$ cat config.mk
export PLATFORM = sky130hd
export DESIGN_NAME = wpt_event_unit
export DESIGN_NICKNAME = d
export VERILOG_FILES = /design/src/rtl/wpt_pkg.sv /design/src/rtl/wpt_cfg_regs.sv /design/src/rtl/wpt_comparator.sv /design/src/rtl/wpt_event_comb.sv /design/src/rtl/wpt_event_unit.sv
export SDC_FILE = /design/constraint.sdc
export NUM_CORES = 1
export LEC_CHECK = 0
export BUFFER_PORTS_ARGS = -buffer_cell sky130_fd_sc_hd__buf_2
export CAP_MARGIN = 30
export CORE_MARGIN = 2
export CORE_UTILIZATION = 45
export DETAILED_ROUTE_END_ITERATION = 8
export HOLD_SLACK_MARGIN = 0.08
export SKIP_CTS_REPAIR_TIMING = 1
export SKIP_LAST_GASP = 1
export SLEW_MARGIN = 30
export SYNTH_ARGS = -nofsm -noshare
export SYNTH_HDL_FRONTEND = slang
export SYNTH_SLANG_ARGS = --single-unit
$ cat constraint.sdc
create_clock -name clk -period 7.1 [get_ports clk]
set_input_delay 0.71 -clock clk [delete_from_list [all_inputs] [get_ports clk]]
set_output_delay 0.71 -clock clk [all_outputs]
set_load 0.01 [all_outputs]
$ cat src/rtl/wpt_pkg.sv
package wpt_pkg;

    parameter int WORD_W = 32;
    parameter int MASK_W = 5;
    parameter int IDX_W  = 3;
    parameter int SEL_W  = 4;

    typedef enum logic [2:0] {
        KIND_OFF   = 3'd0,
        KIND_IADDR = 3'd1,
        KIND_DADDR = 3'd2,
        KIND_DVAL  = 3'd3,
        KIND_CYCLE = 3'd4
    } cmp_kind_e;

    typedef enum logic [1:0] {
        ACC_ANY = 2'd0,
        ACC_RD  = 2'd1,
        ACC_WR  = 2'd2
    } acc_mode_e;

    typedef enum logic [1:0] {
        SZ_BYTE = 2'd0,
        SZ_HALF = 2'd1,
        SZ_WORD = 2'd2
    } acc_size_e;

    typedef enum logic [1:0] {
        EVT_FALSE = 2'd0,
        EVT_TRUE  = 2'd1,
        EVT_ONE   = 2'd2,
        EVT_TWO   = 2'd3
    } evt_form_e;

    typedef enum logic [1:0] {
        OP_AND  = 2'd0,
        OP_OR   = 2'd1,
        OP_XOR  = 2'd2,
        OP_NAND = 2'd3
    } evt_op_e;

    typedef struct packed {
        logic [WORD_W-1:0] value;
        logic [2:0]        kind;
        logic [1:0]        acc;
        logic [1:0]        size;
        logic [MASK_W-1:0] mask;
        logic              l0_en;
        logic [IDX_W-1:0]  l0_idx;
        logic              l1_en;
        logic [IDX_W-1:0]  l1_idx;
    } cmp_cfg_t;

    typedef struct packed {
        logic [1:0]       form;
        logic [SEL_W-1:0] sel_a;
        logic             inv_a;
        logic [SEL_W-1:0] sel_b;
        logic             inv_b;
        logic [1:0]       op;
    } evt_cfg_t;

endpackage

$ cat src/rtl/wpt_cfg_regs.sv
module wpt_cfg_regs
    import wpt_pkg::*;
#(
    parameter int NUM_CMP = 4,
    parameter int CFG_AW  = 4
) (
    input  logic                  clk,
    input  logic                  rst_n,
    input  logic                  we_i,
    input  logic [CFG_AW-1:0]     addr_i,
    input  logic [WORD_W-1:0]     wdata_i,
    output cmp_cfg_t [NUM_CMP-1:0] cmp_cfg_o,
    output evt_cfg_t              trig_cfg_o,
    output evt_cfg_t              enab_cfg_o,
    output logic [NUM_CMP-1:0]    set_mask_o,
    output logic [NUM_CMP-1:0]    clr_mask_o
);

    localparam int TRIG_IDX  = 2 * NUM_CMP;
    localparam int ENAB_IDX  = 2 * NUM_CMP + 1;
    localparam int LATCH_IDX = 2 * NUM_CMP + 2;
    localparam int CLR_LSB   = 8;

    typedef struct packed {
        cmp_cfg_t [NUM_CMP-1:0] cmp;
        evt_cfg_t               trig;
        evt_cfg_t               enab;
        logic [NUM_CMP-1:0]     set_m;
        logic [NUM_CMP-1:0]     clr_m;
    } regs_t;

    regs_t st_d, st_q;

    function automatic evt_cfg_t unpack_evt(input logic [WORD_W-1:0] w);
        evt_cfg_t e;
        e.form  = w[1:0];
        e.sel_a = w[5:2];
        e.inv_a = w[6];
        e.sel_b = w[10:7];
        e.inv_b = w[11];
        e.op    = w[13:12];
        return e;
    endfunction

    always_comb begin
        st_d = st_q;
        if (we_i) begin
            for (int i = 0; i < NUM_CMP; i++) begin
                if (addr_i == CFG_AW'(2 * i)) begin
                    st_d.cmp[i].value = wdata_i;
                end
                if (addr_i == CFG_AW'(2 * i + 1)) begin
                    st_d.cmp[i].kind   = wdata_i[2:0];
                    st_d.cmp[i].acc    = wdata_i[4:3];
                    st_d.cmp[i].size   = wdata_i[6:5];
                    st_d.cmp[i].mask   = wdata_i[11:7];
                    st_d.cmp[i].l0_en  = wdata_i[12];
                    st_d.cmp[i].l0_idx = wdata_i[15:13];
                    st_d.cmp[i].l1_en  = wdata_i[16];
                    st_d.cmp[i].l1_idx = wdata_i[19:17];
                end
            end
            if (addr_i == CFG_AW'(TRIG_IDX)) begin
                st_d.trig = unpack_evt(wdata_i);
            end
            if (addr_i == CFG_AW'(ENAB_IDX)) begin
                st_d.enab = unpack_evt(wdata_i);
            end
            if (addr_i == CFG_AW'(LATCH_IDX)) begin
                st_d.set_m = wdata_i[NUM_CMP-1:0];
                st_d.clr_m = wdata_i[CLR_LSB +: NUM_CMP];
            end
        end
    end

    always_ff @(posedge clk or negedge rst_n) begin
        if (!rst_n) begin
            st_q <= '0;
        end else begin
            st_q <= st_d;
        end
    end

    assign cmp_cfg_o  = st_q.cmp;
    assign trig_cfg_o = st_q.trig;
    assign enab_cfg_o = st_q.enab;
    assign set_mask_o = st_q.set_m;
    assign clr_mask_o = st_q.clr_m;

endmodule

$ cat src/rtl/wpt_comparator.sv
module wpt_comparator
    import wpt_pkg::*;
#(
    parameter int CYC_W = 32
) (
    input  logic              clk,
    input  logic              rst_n,
    input  logic [WORD_W-1:0] value_i,
    input  logic [2:0]        kind_i,
    input  logic [1:0]        acc_i,
    input  logic [1:0]        size_i,
    input  logic [MASK_W-1:0] mask_i,
    input  logic              pc_valid_i,
    input  logic [WORD_W-1:0] pc_i,
    input  logic              bus_valid_i,
    input  logic              bus_write_i,
    input  logic [1:0]        bus_size_i,
    input  logic [WORD_W-1:0] bus_addr_i,
    input  logic [WORD_W-1:0] bus_data_i,
    input  logic [CYC_W-1:0]  cyc_i,
    input  logic              link_ok_i,
    output logic              addr_hit_o,
    output logic              hit_o,
    output logic              match_o
);

    typedef struct packed {
        logic match;
    } cmp_st_t;

    cmp_st_t st_d, st_q;

    logic [MASK_W-1:0] shamt;
    logic [WORD_W-1:0] amask;
    logic [WORD_W-1:0] vmask;
    logic              dir_ok;
    logic              i_hit;
    logic              d_hit;
    logic              v_hit;
    logic              c_hit;

    always_comb begin
        // fetches are halfword aligned: bit 0 never takes part
        shamt = mask_i;
        if (kind_i == KIND_IADDR && mask_i == '0) begin
            shamt = MASK_W'(1);
        end
        amask = {WORD_W{1'b1}} << shamt;

        unique case (acc_i)
            ACC_RD:  dir_ok = !bus_write_i;
            ACC_WR:  dir_ok = bus_write_i;
            default: dir_ok = 1'b1;
        endcase

        unique case (size_i)
            SZ_BYTE: vmask = WORD_W'(8'hFF);
            SZ_HALF: vmask = WORD_W'(16'hFFFF);
            default: vmask = {WORD_W{1'b1}};
        endcase

        i_hit = pc_valid_i && ((pc_i & amask) == (value_i & amask));
        d_hit = (kind_i == KIND_DADDR) && bus_valid_i && dir_ok
                && ((bus_addr_i & amask) == (value_i & amask));
        v_hit = bus_valid_i && dir_ok && (bus_size_i == size_i)
                && ((bus_data_i & vmask) == (value_i & vmask)) && link_ok_i;
        c_hit = (cyc_i == value_i[CYC_W-1:0]);

        unique case (kind_i)
            KIND_IADDR: hit_o = i_hit;
            KIND_DADDR: hit_o = d_hit;
            KIND_DVAL:  hit_o = v_hit;
            KIND_CYCLE: hit_o = c_hit;
            default:    hit_o = 1'b0;
        endcase

        addr_hit_o = d_hit;
        st_d.match = hit_o;
    end

    always_ff @(posedge clk or negedge rst_n) begin
        if (!rst_n) begin
            st_q <= '0;
        end else begin
            st_q <= st_d;
        end
    end

    assign match_o = st_q.match;

    assert_iaddr_needs_fetch_R2: assert property (@(posedge clk) disable iff (!rst_n)
        (kind_i == KIND_IADDR && hit_o) |-> pc_valid_i);

    assert_rdonly_on_read_R4: assert property (@(posedge clk) disable iff (!rst_n)
        (kind_i == KIND_DADDR && acc_i == ACC_RD && hit_o) |-> (bus_valid_i && !bus_write_i));

    assert_wronly_on_write_R4: assert property (@(posedge clk) disable iff (!rst_n)
        (kind_i == KIND_DADDR && acc_i == ACC_WR && hit_o) |-> (bus_valid_i && bus_write_i));

    assert_value_size_R5: assert property (@(posedge clk) disable iff (!rst_n)
        (kind_i == KIND_DVAL && hit_o) |-> (bus_valid_i && bus_size_i == size_i));

endmodule

$ cat src/rtl/wpt_event_comb.sv
module wpt_event_comb
    import wpt_pkg::*;
#(
    parameter int NUM_RES = 5
) (
    input  evt_cfg_t           cfg_i,
    input  logic [NUM_RES-1:0] res_i,
    output logic               evt_o
);

    logic a_raw, b_raw, a_eff, b_eff;

    always_comb begin
        a_raw = 1'b0;
        b_raw = 1'b0;
        for (int k = 0; k < NUM_RES; k++) begin
            if (cfg_i.sel_a == SEL_W'(k)) a_raw = res_i[k];
            if (cfg_i.sel_b == SEL_W'(k)) b_raw = res_i[k];
        end
        a_eff = a_raw ^ cfg_i.inv_a;
        b_eff = b_raw ^ cfg_i.inv_b;

        unique case (cfg_i.form)
            EVT_FALSE: evt_o = 1'b0;
            EVT_TRUE:  evt_o = 1'b1;
            EVT_ONE:   evt_o = a_eff;
            default: begin
                unique case (cfg_i.op)
                    OP_AND:  evt_o = a_eff & b_eff;
                    OP_OR:   evt_o = a_eff | b_eff;
                    OP_XOR:  evt_o = a_eff ^ b_eff;
                    default: evt_o = !(a_eff & b_eff);
                endcase
            end
        endcase
    end

endmodule

$ cat src/rtl/wpt_event_unit.sv
module wpt_event_unit
    import wpt_pkg::*;
#(
    parameter int NUM_CMP = 4,
    parameter int CYC_W   = 32,
    localparam int NUM_RES = NUM_CMP + 1,
    localparam int CFG_AW  = $clog2(2 * NUM_CMP + 3)
) (
    input  logic               clk,
    input  logic               rst_n,
    input  logic               cfg_we,
    input  logic [CFG_AW-1:0]  cfg_addr,
    input  logic [WORD_W-1:0]  cfg_wdata,
    input  logic               pc_valid,
    input  logic [WORD_W-1:0]  pc,
    input  logic               bus_valid,
    input  logic               bus_write,
    input  logic [1:0]         bus_size,
    input  logic [WORD_W-1:0]  bus_addr,
    input  logic [WORD_W-1:0]  bus_data,
    input  logic [CYC_W-1:0]   cyc_cnt,
    output logic [NUM_CMP-1:0] cmp_match,
    output logic               latch_state,
    output logic               trig_evt,
    output logic               enab_evt
);

    cmp_cfg_t [NUM_CMP-1:0] cmp_cfg;
    evt_cfg_t               trig_cfg;
    evt_cfg_t               enab_cfg;
    logic [NUM_CMP-1:0]     set_mask;
    logic [NUM_CMP-1:0]     clr_mask;

    logic [NUM_CMP-1:0]     addr_hit;
    logic [NUM_CMP-1:0]     hit_raw;
    logic [NUM_CMP-1:0]     match_q;

    wpt_cfg_regs #(
        .NUM_CMP (NUM_CMP),
        .CFG_AW  (CFG_AW)
    ) u_regs (
        .clk        (clk),
        .rst_n      (rst_n),
        .we_i       (cfg_we),
        .addr_i     (cfg_addr),
        .wdata_i    (cfg_wdata),
        .cmp_cfg_o  (cmp_cfg),
        .trig_cfg_o (trig_cfg),
        .enab_cfg_o (enab_cfg),
        .set_mask_o (set_mask),
        .clr_mask_o (clr_mask)
    );

    for (genvar g = 0; g < NUM_CMP; g++) begin : g_cmp
        logic lok;

        always_comb begin
            lok = !(cmp_cfg[g].l0_en || cmp_cfg[g].l1_en);
            for (int k = 0; k < NUM_CMP; k++) begin
                if (cmp_cfg[g].l0_en && cmp_cfg[g].l0_idx == IDX_W'(k) && addr_hit[k]) lok = 1'b1;
                if (cmp_cfg[g].l1_en && cmp_cfg[g].l1_idx == IDX_W'(k) && addr_hit[k]) lok = 1'b1;
            end
        end

        wpt_comparator #(
            .CYC_W (CYC_W)
        ) u_cmp (
            .clk         (clk),
            .rst_n       (rst_n),
            .value_i     (cmp_cfg[g].value),
            .kind_i      (cmp_cfg[g].kind),
            .acc_i       (cmp_cfg[g].acc),
            .size_i      (cmp_cfg[g].size),
            .mask_i      (cmp_cfg[g].mask),
            .pc_valid_i  (pc_valid),
            .pc_i        (pc),
            .bus_valid_i (bus_valid),
            .bus_write_i (bus_write),
            .bus_size_i  (bus_size),
            .bus_addr_i  (bus_addr),
            .bus_data_i  (bus_data),
            .cyc_i       (cyc_cnt),
            .link_ok_i   (lok),
            .addr_hit_o  (addr_hit[g]),
            .hit_o       (hit_raw[g]),
            .match_o     (match_q[g])
        );

        assert_linked_value_R6: assert property (@(posedge clk) disable iff (!rst_n)
            (cmp_cfg[g].kind == KIND_DVAL && (cmp_cfg[g].l0_en || cmp_cfg[g].l1_en) && hit_raw[g])
            |-> (addr_hit != '0));
    end

    typedef struct packed {
        logic latch;
    } top_st_t;

    top_st_t st_d, st_q;
    logic    set_hit;
    logic    clr_hit;

    always_comb begin
        set_hit = (hit_raw & set_mask) != '0;
        clr_hit = (hit_raw & clr_mask) != '0;
        st_d    = st_q;
        if (set_hit) begin
            st_d.latch = 1'b1;
        end else if (clr_hit) begin
            st_d.latch = 1'b0;
        end
    end

    always_ff @(posedge clk or negedge rst_n) begin
        if (!rst_n) begin
            st_q <= '0;
        end else begin
            st_q <= st_d;
        end
    end

    logic [NUM_RES-1:0] resources;
    assign resources = {st_q.latch, match_q};

    wpt_event_comb #(.NUM_RES(NUM_RES)) u_trig (
        .cfg_i (trig_cfg),
        .res_i (resources),
        .evt_o (trig_evt)
    );

    wpt_event_comb #(.NUM_RES(NUM_RES)) u_enab (
        .cfg_i (enab_cfg),
        .res_i (resources),
        .evt_o (enab_evt)
    );

    assign cmp_match   = match_q;
    assign latch_state = st_q.latch;

    assert_latch_sets_from_mask_R10: assert property (@(posedge clk) disable iff (!rst_n)
        $rose(st_q.latch) |-> $past((hit_raw & set_mask) != '0));

    assert_latch_clear_yields_R10: assert property (@(posedge clk) disable iff (!rst_n)
        $fell(st_q.latch) |-> $past(((hit_raw & set_mask) == '0) && ((hit_raw & clr_mask) != '0)));

    assert_false_event_quiet_R8: assert property (@(posedge clk) disable iff (!rst_n)
        (trig_cfg.form == EVT_FALSE) |-> !trig_evt);

endmodule

==> flow_summary_export.csv, run 1 <==
group,metric,value,unit
run_status,status,"complete, no violations",
floorplan,rows,76,
power_and_ir_drop,ir_worst_vdd,0.231,mV
logic_synthesis,yosysTopAreaCell,"dfrtp_1",
finish,antenna_cells,0,
logic_synthesis,yosysUniqueCellTypes,85,
worst_setup_path,critPathArrivalTime,4.94,ns
grt,overflow,0,
logic_synthesis,synthCells,2075,
finish,syn_to_final_growth,9.91,%
logic_synthesis,synth_nets,2259,
clock_network,numCtsBuffers,28,
logic_synthesis,ys_ff_latch,249,
power_and_ir_drop,seq_power_share,0.399,
place,dp_cells,2622,
route,via_per_inst,6.67,
finish,final_common_cell,"xor2_1",
logic_synthesis,synth_top_family_by_area,"XOR/XNOR gates",
finish,n_fill_cell,4016,
logic_synthesis,synthAdderAreaFrac,0.00925,
finish,instances_no_fill,2675,
grt,antenna_found_initial,4,
logic_synthesis,synth_edf_count,0,
floorplan,core_area,42900,um^2
floorplan,ios,179,
logic_synthesis,synth-xor-area-share,0.226,
route,routed.top_layer,"met5",
route,wl_met1,39.3,mm
power_and_ir_drop,p_int,3.72,mW
route,dr.first_iter.drc_count,2507,
logic_synthesis,yosys.area_share.simple,0.133,
place,dp_hpwl,76.6,mm
logic_synthesis,yosysSeqAreaShare,0.320,
logic_synthesis,yosys.area.top_type_share,0.320,
logic_synthesis,synth_compound_area_frac,0.121,
worst_setup_path,crit_required,7.60,ns
power_and_ir_drop,power_density,310,nW/um^2
floorplan,start_util,0.454,
timing,fin_crit,4.44,ns
logic_synthesis,yosys_warnings,0,
clock_network,cts_htree_levels,1,
timing,setup_viol,0,
timing,fin_crit_sh,0.626,
logic_synthesis,async_flop_share,1.00,
clock_network,cts_root_buf,"clkbuf_16",
power_and_ir_drop,clockPowerShare,0.244,
clock_network,clkSinkCount,249,
finish,drive_above_1_share,0.236,
power_and_ir_drop,swShare,0.440,
timing,max_freq,225,MHz
floorplan,fp.dieH,212,um
worst_setup_path,path_class,"reg -> reg",
floorplan,die-area,44900,um^2
timing,skew,0.0413,ns
power_and_ir_drop,p_leak,8.87,nW
job,max_cap_viol_count,0,
power_and_ir_drop,combPwrFrac,0.357,
logic_synthesis,ys_top_cells_by_area,"dfrtp_1 32%, xor2_1 15%, mux2_2 13%",
route,dr.pass1.iters,5,
worst_setup_path,critPathLaunchType,"flip-flop",
timing,tns,0,ns
clock_network,clk_path_buf_depth,3,
route,ant_nets,0,
route,dr_total_vias,17839,
power_and_ir_drop,p_sw,2.92,mW
floorplan,die_w,212,um
route,wl_per_cell,37.2,um
route,routed_wl,99.5,mm
place,gp_congestion,1.11,
clock_network,cts_tree,"yes",
min_path,hold_path_class,"in -> reg",
grt,grt_pass1_wl,136,mm
timing,tightest_slew,1.05,ns
logic_synthesis,synth_area_per_cell,9.38,um^2
clock_network,clk_latency,0.61,ns
finish,fin_nets,2253,
grt,grt_max_degree,141,
worst_setup_path,crit_path_end_kind,"flip-flop",
timing,slew_headroom,0.296,
route,dr_wl_met2,41.5,mm
logic_synthesis,synth.area.mux_share,0.136,
route,wl_met3,11.1,mm
place,port_buffers,178,
grt,grt_pass1_vias,17374,
clock_network,path_clk_slew,0.07,ns
timing,rsz0062_at_grt,"false",
timing,finalHoldViolations,0,
finish,final_cell_mix,"342 x xor2_1, 247 x dfrtp_1, 224 x mux2_2",
route,drc_errors,0,
timing,maxSlewViolCount,0,
worst_setup_path,crit_fanout,29,
logic_synthesis,netlist_area,19500,um^2
grt,grt_usage,0.441,
logic_synthesis,synth_ff_type,"dfrtp_1",
==> layout make-up <==
cell class | instances | area [um^2] | share of cell area
clock buffers | 32 | 726 | 0.0339
repair buffers | 195 | 1060 | 0.0497
flip-flops and latches | 249 | 6230 | 0.291
multi-input cells | 1549 | 12200 | 0.569
inverters | 46 | 173 | 0.00807
clock inverters | 19 | 289 | 0.0135
well taps | 585 | 732 | 0.0342
==> flip-flops by register name, indices dropped and copies added (netlist names) <==
register and count:
u_regs.clr_mask_o 4, u_regs.enab_cfg_o 14, u_regs.cmp_cfg_o 208, u_regs.set_mask_o 4, g_cmp.u_cmp.match_o 4, u_regs.trig_cfg_o 14
latch_state 1
==> cells by family after synthesis <==
family | Yosys count
xor+xnor | 502
simple gates | 462
compound gates | 339
buf+inv | 277
flops | 249
mux | 231
fa+ha+maj | 15
==> cells in the mapped netlist (13+ instances only) <==
| cell | count |
|---|---|
| clkbuf_1 | 178 |
| a211oi_1 | 22 |
| nand2_1 | 96 |
| dfrtp_1 | 249 |
| nand4_1 | 60 |
| o2111ai_1 | 23 |
| buf_1 | 29 |
| inv_1 | 43 |
| nor4_1 | 62 |
| buf_2 | 16 |
| nand2b_1 | 17 |
| mux2_2 | 224 |
| o21ai_0 | 83 |
| nor3_1 | 19 |
| nand3b_1 | 13 |
| xor2_1 | 342 |
| xnor2_1 | 160 |
| a22oi_1 | 13 |
| nand3_1 | 43 |
| a21oi_1 | 52 |
| nor2_1 | 58 |
| and3_1 | 16 |
==> power groups by stage <==
| stage | sequential (mW) | combinational [mW] | clock (mW) |
|---|---|---|---|
| 2_1_floorplan | 1.89 | 1.98 | 0 |
| 3_3_place_gp | 2.62 | 2.27 | 0 |
| 3_5_place_dp | 2.63 | 2.27 | 0 |
| 4_1_cts | 2.60 | 2.29 | 1.64 |
| 5_1_grt | 2.66 | 2.52 | 1.69 |
| 6_report | 2.65 | 2.37 | 1.62 |
==> path summary, 6_finish.rpt <==
path | start | endpoint | slack, ns | cells after the start
worst max-delay path | u_regs.cmp_cfg_o[10] | latch_state | 2.66 | 10
worst min-delay path | cfg_wdata[29] | u_regs.cmp_cfg_o[49] | 0.43 | 2
worst min register to register | u_regs.cmp_cfg_o[6] | u_regs.cmp_cfg_o[6] | 0.51 | 1
worst max register to register | u_regs.cmp_cfg_o[10] | latch_state | 2.66 | 10
min in group asynchronous | rst_n | u_regs.cmp_cfg_o[202] | 0.55 | 2
max in group asynchronous | rst_n | u_regs.cmp_cfg_o[133] | 5.40 | 3
==> layer usage <==
metal  vias to the layer above  track usage
li1                       7333            -
met1                      9014        0.581
met2                      1165        0.640
met3                       325        0.118
met4                         2        0.278
met5                         -            0
==> stage by stage <==
stage	util	hold slack [ns]	setup WS, ns	instance area (um^2)	total power, mW
after global routing	0.499	0.419	2.43	21400	6.87
after floorplan	-	0.414	4.00	19500	3.87
after global placement	0.474	0.495	2.52	20300	4.89
after CTS	0.498	0.181	2.81	21400	6.54
after detailed placement	0.474	0.500	2.88	20300	4.90
final	0.499	0.425	2.66	21400	6.63
==> worst max-delay path: stages, from the launching register on <==
cell and delay, ns:
dfrtp_1 0.97, o21ai_0 0.57, and3_1 0.30, a2111oi_0 0.40
nor4bb_2 0.95, nand3_1 0.25, o22ai_1 0.23, o211ai_1 0.15
o2bb2ai_1 0.19, a211oi_1 0.06, a211o_1 0.27
Power figures use the tool's default switching activity.
==> run 2: changes to the inputs <==
- PLACE_DENSITY: default -> 0.66
- clock period: 7.1 -> 3.7 ns (I/O delays scaled with it)
==> flow_summary_export.csv, run 2 (synthesis results as in run 1) <==
group,metric,value,unit
clock_network,cts_root_buf,"clkbuf_16",
route,dr.first_iter.drc_count,2420,
finish,syn_to_final_growth,14.1,%
finish,fin_nets,2368,
power_and_ir_drop,p_sw,5.80,mW
worst_setup_path,crit_path_end_kind,"flip-flop",
power_and_ir_drop,seq_power_share,0.355,
floorplan,rows,76,
worst_setup_path,crit_fanout,15,
timing,fin_crit_sh,0.984,
floorplan,start_util,0.454,
clock_network,clkSinkCount,249,
power_and_ir_drop,combPwrFrac,0.418,
worst_setup_path,crit_required,4.16,ns
clock_network,clk_latency,0.61,ns
clock_network,numCtsBuffers,29,
finish,final_cell_mix,"342 x xor2_1, 249 x dfrtp_1, 224 x mux2_2",
grt,overflow,0,
floorplan,die-area,44900,um^2
grt,grt_pass1_wl,140,mm
place,placed_area,21200,um^2
worst_setup_path,critPathLaunchType,"flip-flop",
clock_network,cts_htree_levels,1,
clock_network,cts_tree,"yes",
finish,drive_above_1_share,0.273,
worst_setup_path,path_class,"reg -> reg",
floorplan,core_area,42900,um^2
route,dr.pass1.iters,7,
timing,fin_crit,3.64,ns
floorplan,fp.dieH,212,um
grt,grt_pass1_vias,18285,
timing,tightest_slew,1.04,ns
grt,antenna_found_initial,2,
route,ant_nets,0,
timing,skew,0.0351,ns
power_and_ir_drop,swShare,0.440,
place,gp_congestion,1.09,
power_and_ir_drop,p_leak,9.43,nW
clock_network,clk_path_buf_depth,3,
floorplan,ios,179,
route,drc_errors,0,
job,max_cap_viol_count,0,
place,dp_hpwl,82.2,mm
timing,rsz0062_at_grt,"false",
grt,grt_max_degree,92,
worst_setup_path,critPathArrivalTime,4.10,ns
finish,antenna_cells,0,
timing,whs,0.0941,ns
timing,finalHoldViolations,0,
finish,instances_no_fill,2791,
grt,grt_usage,0.453,
place,port_buffers,178,
timing,slew_headroom,0.299,
power_and_ir_drop,power_density,592,nW/um^2
power_and_ir_drop,p_int,7.37,mW
finish,fin_area,22200,um^2
min_path,hold_path_class,"in -> reg",
floorplan,die_w,212,um
place,dp_cells,2736,
route,wl_per_cell,36.8,um
clock_network,path_clk_slew,0.07,ns
run_status,status,"complete, no violations",
timing,tns,0,ns
timing,maxSlewViolCount,0,
finish,final_common_cell,"xor2_1",
timing,setup_viol,0,
finish,n_fill_cell,3983,
route,via_per_inst,6.62,
route,routed_wl,103,mm
route,dr_total_vias,18487,
timing,max_freq,275,MHz
finish,largest_reg_flops,208,
power_and_ir_drop,ir_worst_vdd,0.437,mV
power_and_ir_drop,clockPowerShare,0.228,
## run 2: cell types whose count changed in the layout (fill, tap and decap cells not counted), sizes merged, moves of 2 or more
| cell | delta |
|---|---|
| bufinv | -3 |
| inv | +2 |
| buf | +113 |
| clkbuf | +5 |
## run 2: worst paths after layout
path	from	end	slack, ns	depth (start not counted)
worst max-delay path	u_regs.cmp_cfg_o[115]	latch_state	0.06	10
worst min-delay path	cfg_wdata[25]	u_regs.cmp_cfg_o[45]	0.09	2
worst max register to register	u_regs.cmp_cfg_o[115]	latch_state	0.06	10
worst min register to register	u_regs.cmp_cfg_o[110]	u_regs.cmp_cfg_o[110]	0.52	1
max in group asynchronous	rst_n	u_regs.cmp_cfg_o[171]	2.34	3
min in group asynchronous	rst_n	u_regs.cmp_cfg_o[140]	0.32	2
## run 2: final cells by class
| type | instances | area, um^2 | area share |
|---|---|---|---|
| clock buffers | 37 | 786 | 0.0354 |
| clock inverters | 16 | 189 | 0.00850 |
| inverters | 46 | 173 | 0.00777 |
| multi-input cells | 1549 | 12200 | 0.548 |
| flip-flops and latches | 249 | 6230 | 0.280 |
| well taps | 585 | 732 | 0.0329 |
| repair buffers | 309 | 1940 | 0.0873 |
## run 2: worst max-delay path, cell delays in order, from the launching register on
cell and delay [ns]:
dfrtp_1 0.67, inv_1 0.20, o311ai_0 0.64, o211ai_1 0.26, nor4_1 0.35, nand4_1 0.36, o22a_1 0.34, o2111ai_1 0.19
o2bb2ai_1 0.14, a211oi_1 0.06, a211o_1 0.29
## run 2: routing by layer
layer  GRT usage  share of wire  up-vias
li1            -              -     7558
met1       0.562           0.38     9306
met2       0.700           0.44     1260
met3       0.121           0.11      361
met4       0.288          0.075        2
met5           0        0.00012        -
## run 2: metrics by stage
step	setup slack (ns)	power, mW	utilization
floorplan	0.769	7.42	-
global placement	0.258	9.92	0.495
detailed placement	0.290	9.93	0.495
CTS	0.195	12.9	0.518
global route	0.00129	13.5	0.518
finish	0.0576	13.2	0.518
## run 2: power groups by stage
stage	clock [mW]	combinational, mW	sequential (mW)
2_1_floorplan	0	3.79	3.63
3_3_place_gp	0	5.30	4.62
3_5_place_dp	0	5.28	4.65
4_1_cts	3.01	5.33	4.61
5_1_grt	3.11	5.73	4.70
6_report	3.00	5.50	4.67
==> run 3: changes to the inputs <==
- SETUP_SLACK_MARGIN: default -> 0.3
==> flow_summary_export.csv, run 3 (synthesis results as in run 1) <==
group,metric,value,unit
route,wl_met1,39.0,mm
timing,max_freq,289,MHz
worst_setup_path,r2r-start,"u_regs.cmp_cfg_o[137]",
finish,instances_no_fill,2796,
clock_network,clk_latency,0.61,ns
route,via_per_inst,6.59,
route,drc_errors,0,
timing,finalHoldViolations,0,
clock_network,clkSinkCount,249,
place,dp_slack,0.290,ns
route,dr_wl_met2,45.2,mm
finish,finalCoreUtilization,0.522,
clock_network,cts_tree,"yes",
power_and_ir_drop,ir_worst_vdd,0.467,mV
grt,grt_max_degree,92,
route,ant_nets,0,
place,placed_area,21200,um^2
worst_setup_path,critPathSlowestCell,"dfrtp_1",
route,routed.top_layer,"met5",
place,gp_congestion,1.09,
clock_network,path_clk_slew,0.07,ns
floorplan,rows,76,
grt,grt_usage,0.453,
finish,drive_above_1_share,0.291,
route,dr.pass1.iters,8,
timing,fin_crit,3.46,ns
route,dr_total_vias,18420,
worst_setup_path,cp.depth,11,
clock_network,numCtsBuffers,29,
finish,final_common_cell,"xor2_1",
finish,n_fill_cell,3968,
finish,syn_to_final_growth,15.1,%
grt,antenna_found_initial,2,
route,dr.first_iter.drc_count,2578,
worst_setup_path,path_class,"reg -> out",
clock_network,clk_path_buf_depth,3,
timing,slew_headroom,0.464,
timing,maxSlewViolCount,0,
timing,tns,0,ns
worst_setup_path,slowest_delay,0.47,ns
timing,setup_ws,0.237,ns
worst_setup_path,critPathLaunch,"g_cmp[1].u_cmp.match_o",
finish,fin_area,22400,um^2
timing,whs,0.0960,ns
power_and_ir_drop,p_leak,9.46,nW
power_and_ir_drop,total_power,13.3,mW
place,dp_hpwl,82.2,mm
worst_setup_path,crit_path_end_kind,"output pin",
floorplan,ios,179,
job,max_cap_viol_count,0,
worst_setup_path,crit_fanout,5,
worst_setup_path,worstPathCellList,"mux4_2 -> nand2b_1 -> a21oi_1 -> xnor2_1 -> inv_1 -> ha_1 -> nor2_1 -> a21oi_1 -> o21ai_0 -> a31oi_1 -> buf_2",
worst_setup_path,crit_required,3.33,ns
place,dp_cells,2736,
route,routed_wl,103,mm
timing,fin_crit_sh,0.936,
worst_setup_path,r2r_slack,0.27,ns
worst_setup_path,endpoint,"enab_evt",
finish,fin_nets,2373,
worst_setup_path,cpMostUsedCell,"a21oi_1",
worst_setup_path,cp_top_family,"compound AO/OA/AOI/OAI gates",
timing,setup_viol,0,
grt,grt_pass1_vias,18285,
timing,tightest_slew,0.804,ns
finish,largest_reg_flops,208,
clock_network,cts_htree_levels,1,
floorplan,core_area,42900,um^2
worst_setup_path,critPathBufInv,2,
worst_setup_path,rr_worst_depth,11,
route,wl_per_cell,36.9,um
worst_setup_path,critPathLaunchType,"flip-flop",
timing,skew,0.0321,ns
min_path,hold_path_class,"in -> reg",
worst_setup_path,r2r-end,"latch_state",
run_status,status,"complete, no violations",
clock_network,cts_root_buf,"clkbuf_16",
power_and_ir_drop,power_density,592,nW/um^2
route,wl_met3,11.2,mm
place,port_buffers,178,
timing,rsz0062_at_grt,"false",
floorplan,die-area,44900,um^2
floorplan,fp.dieH,212,um
finish,final_cell_mix,"341 x xor2_1, 230 x dfrtp_1, 224 x mux2_2",
floorplan,start_util,0.454,
grt,overflow,0,
floorplan,die_w,212,um
grt,grt_pass1_wl,140,mm
worst_setup_path,critPathArrivalTime,3.09,ns
finish,antenna_cells,0,
-- run 3: worst min path at each step --
stage	from	depth (start not counted)	slack (ns)	endpoint
after floorplan	rst_n	0	0.07	g_cmp[0].u_cmp.match_o
after global placement	rst_n	1	0.40	u_regs.cmp_cfg_o[89]
after detailed placement	rst_n	1	0.42	u_regs.cmp_cfg_o[140]
after CTS	rst_n	1	-0.21	u_regs.cmp_cfg_o[141]
after global routing	cfg_wdata[28]	2	0.10	u_regs.cmp_cfg_o[48]
final	cfg_wdata[25]	2	0.1	u_regs.cmp_cfg_o[45]
-- run 3: cell type report --
cell class / count / area, um^2 / share of cell area
multi-input combinational: 1549 / 12300 / 0.548
sequential: 249 / 6250 / 0.279
timing repair buffer: 314 / 2000 / 0.0891
clock buffer: 37 / 786 / 0.0351
tap: 585 / 732 / 0.0327
clock inverter: 16 / 189 / 0.00843
inverter: 46 / 176 / 0.00787
-- run 3: where the power goes --
group	switching, mW	total, mW	internal (mW)
combinational	3.23	5.59	2.36
clock	1.27	2.99	1.72
sequential	1.34	4.69	3.35
-- run 3: metal layers --
metal / global-route usage / vias up
li1: - / 7569
met1: 0.562 / 9214
met2: 0.700 / 1270
met3: 0.121 / 365
met4: 0.288 / 2
met5: 0 / -
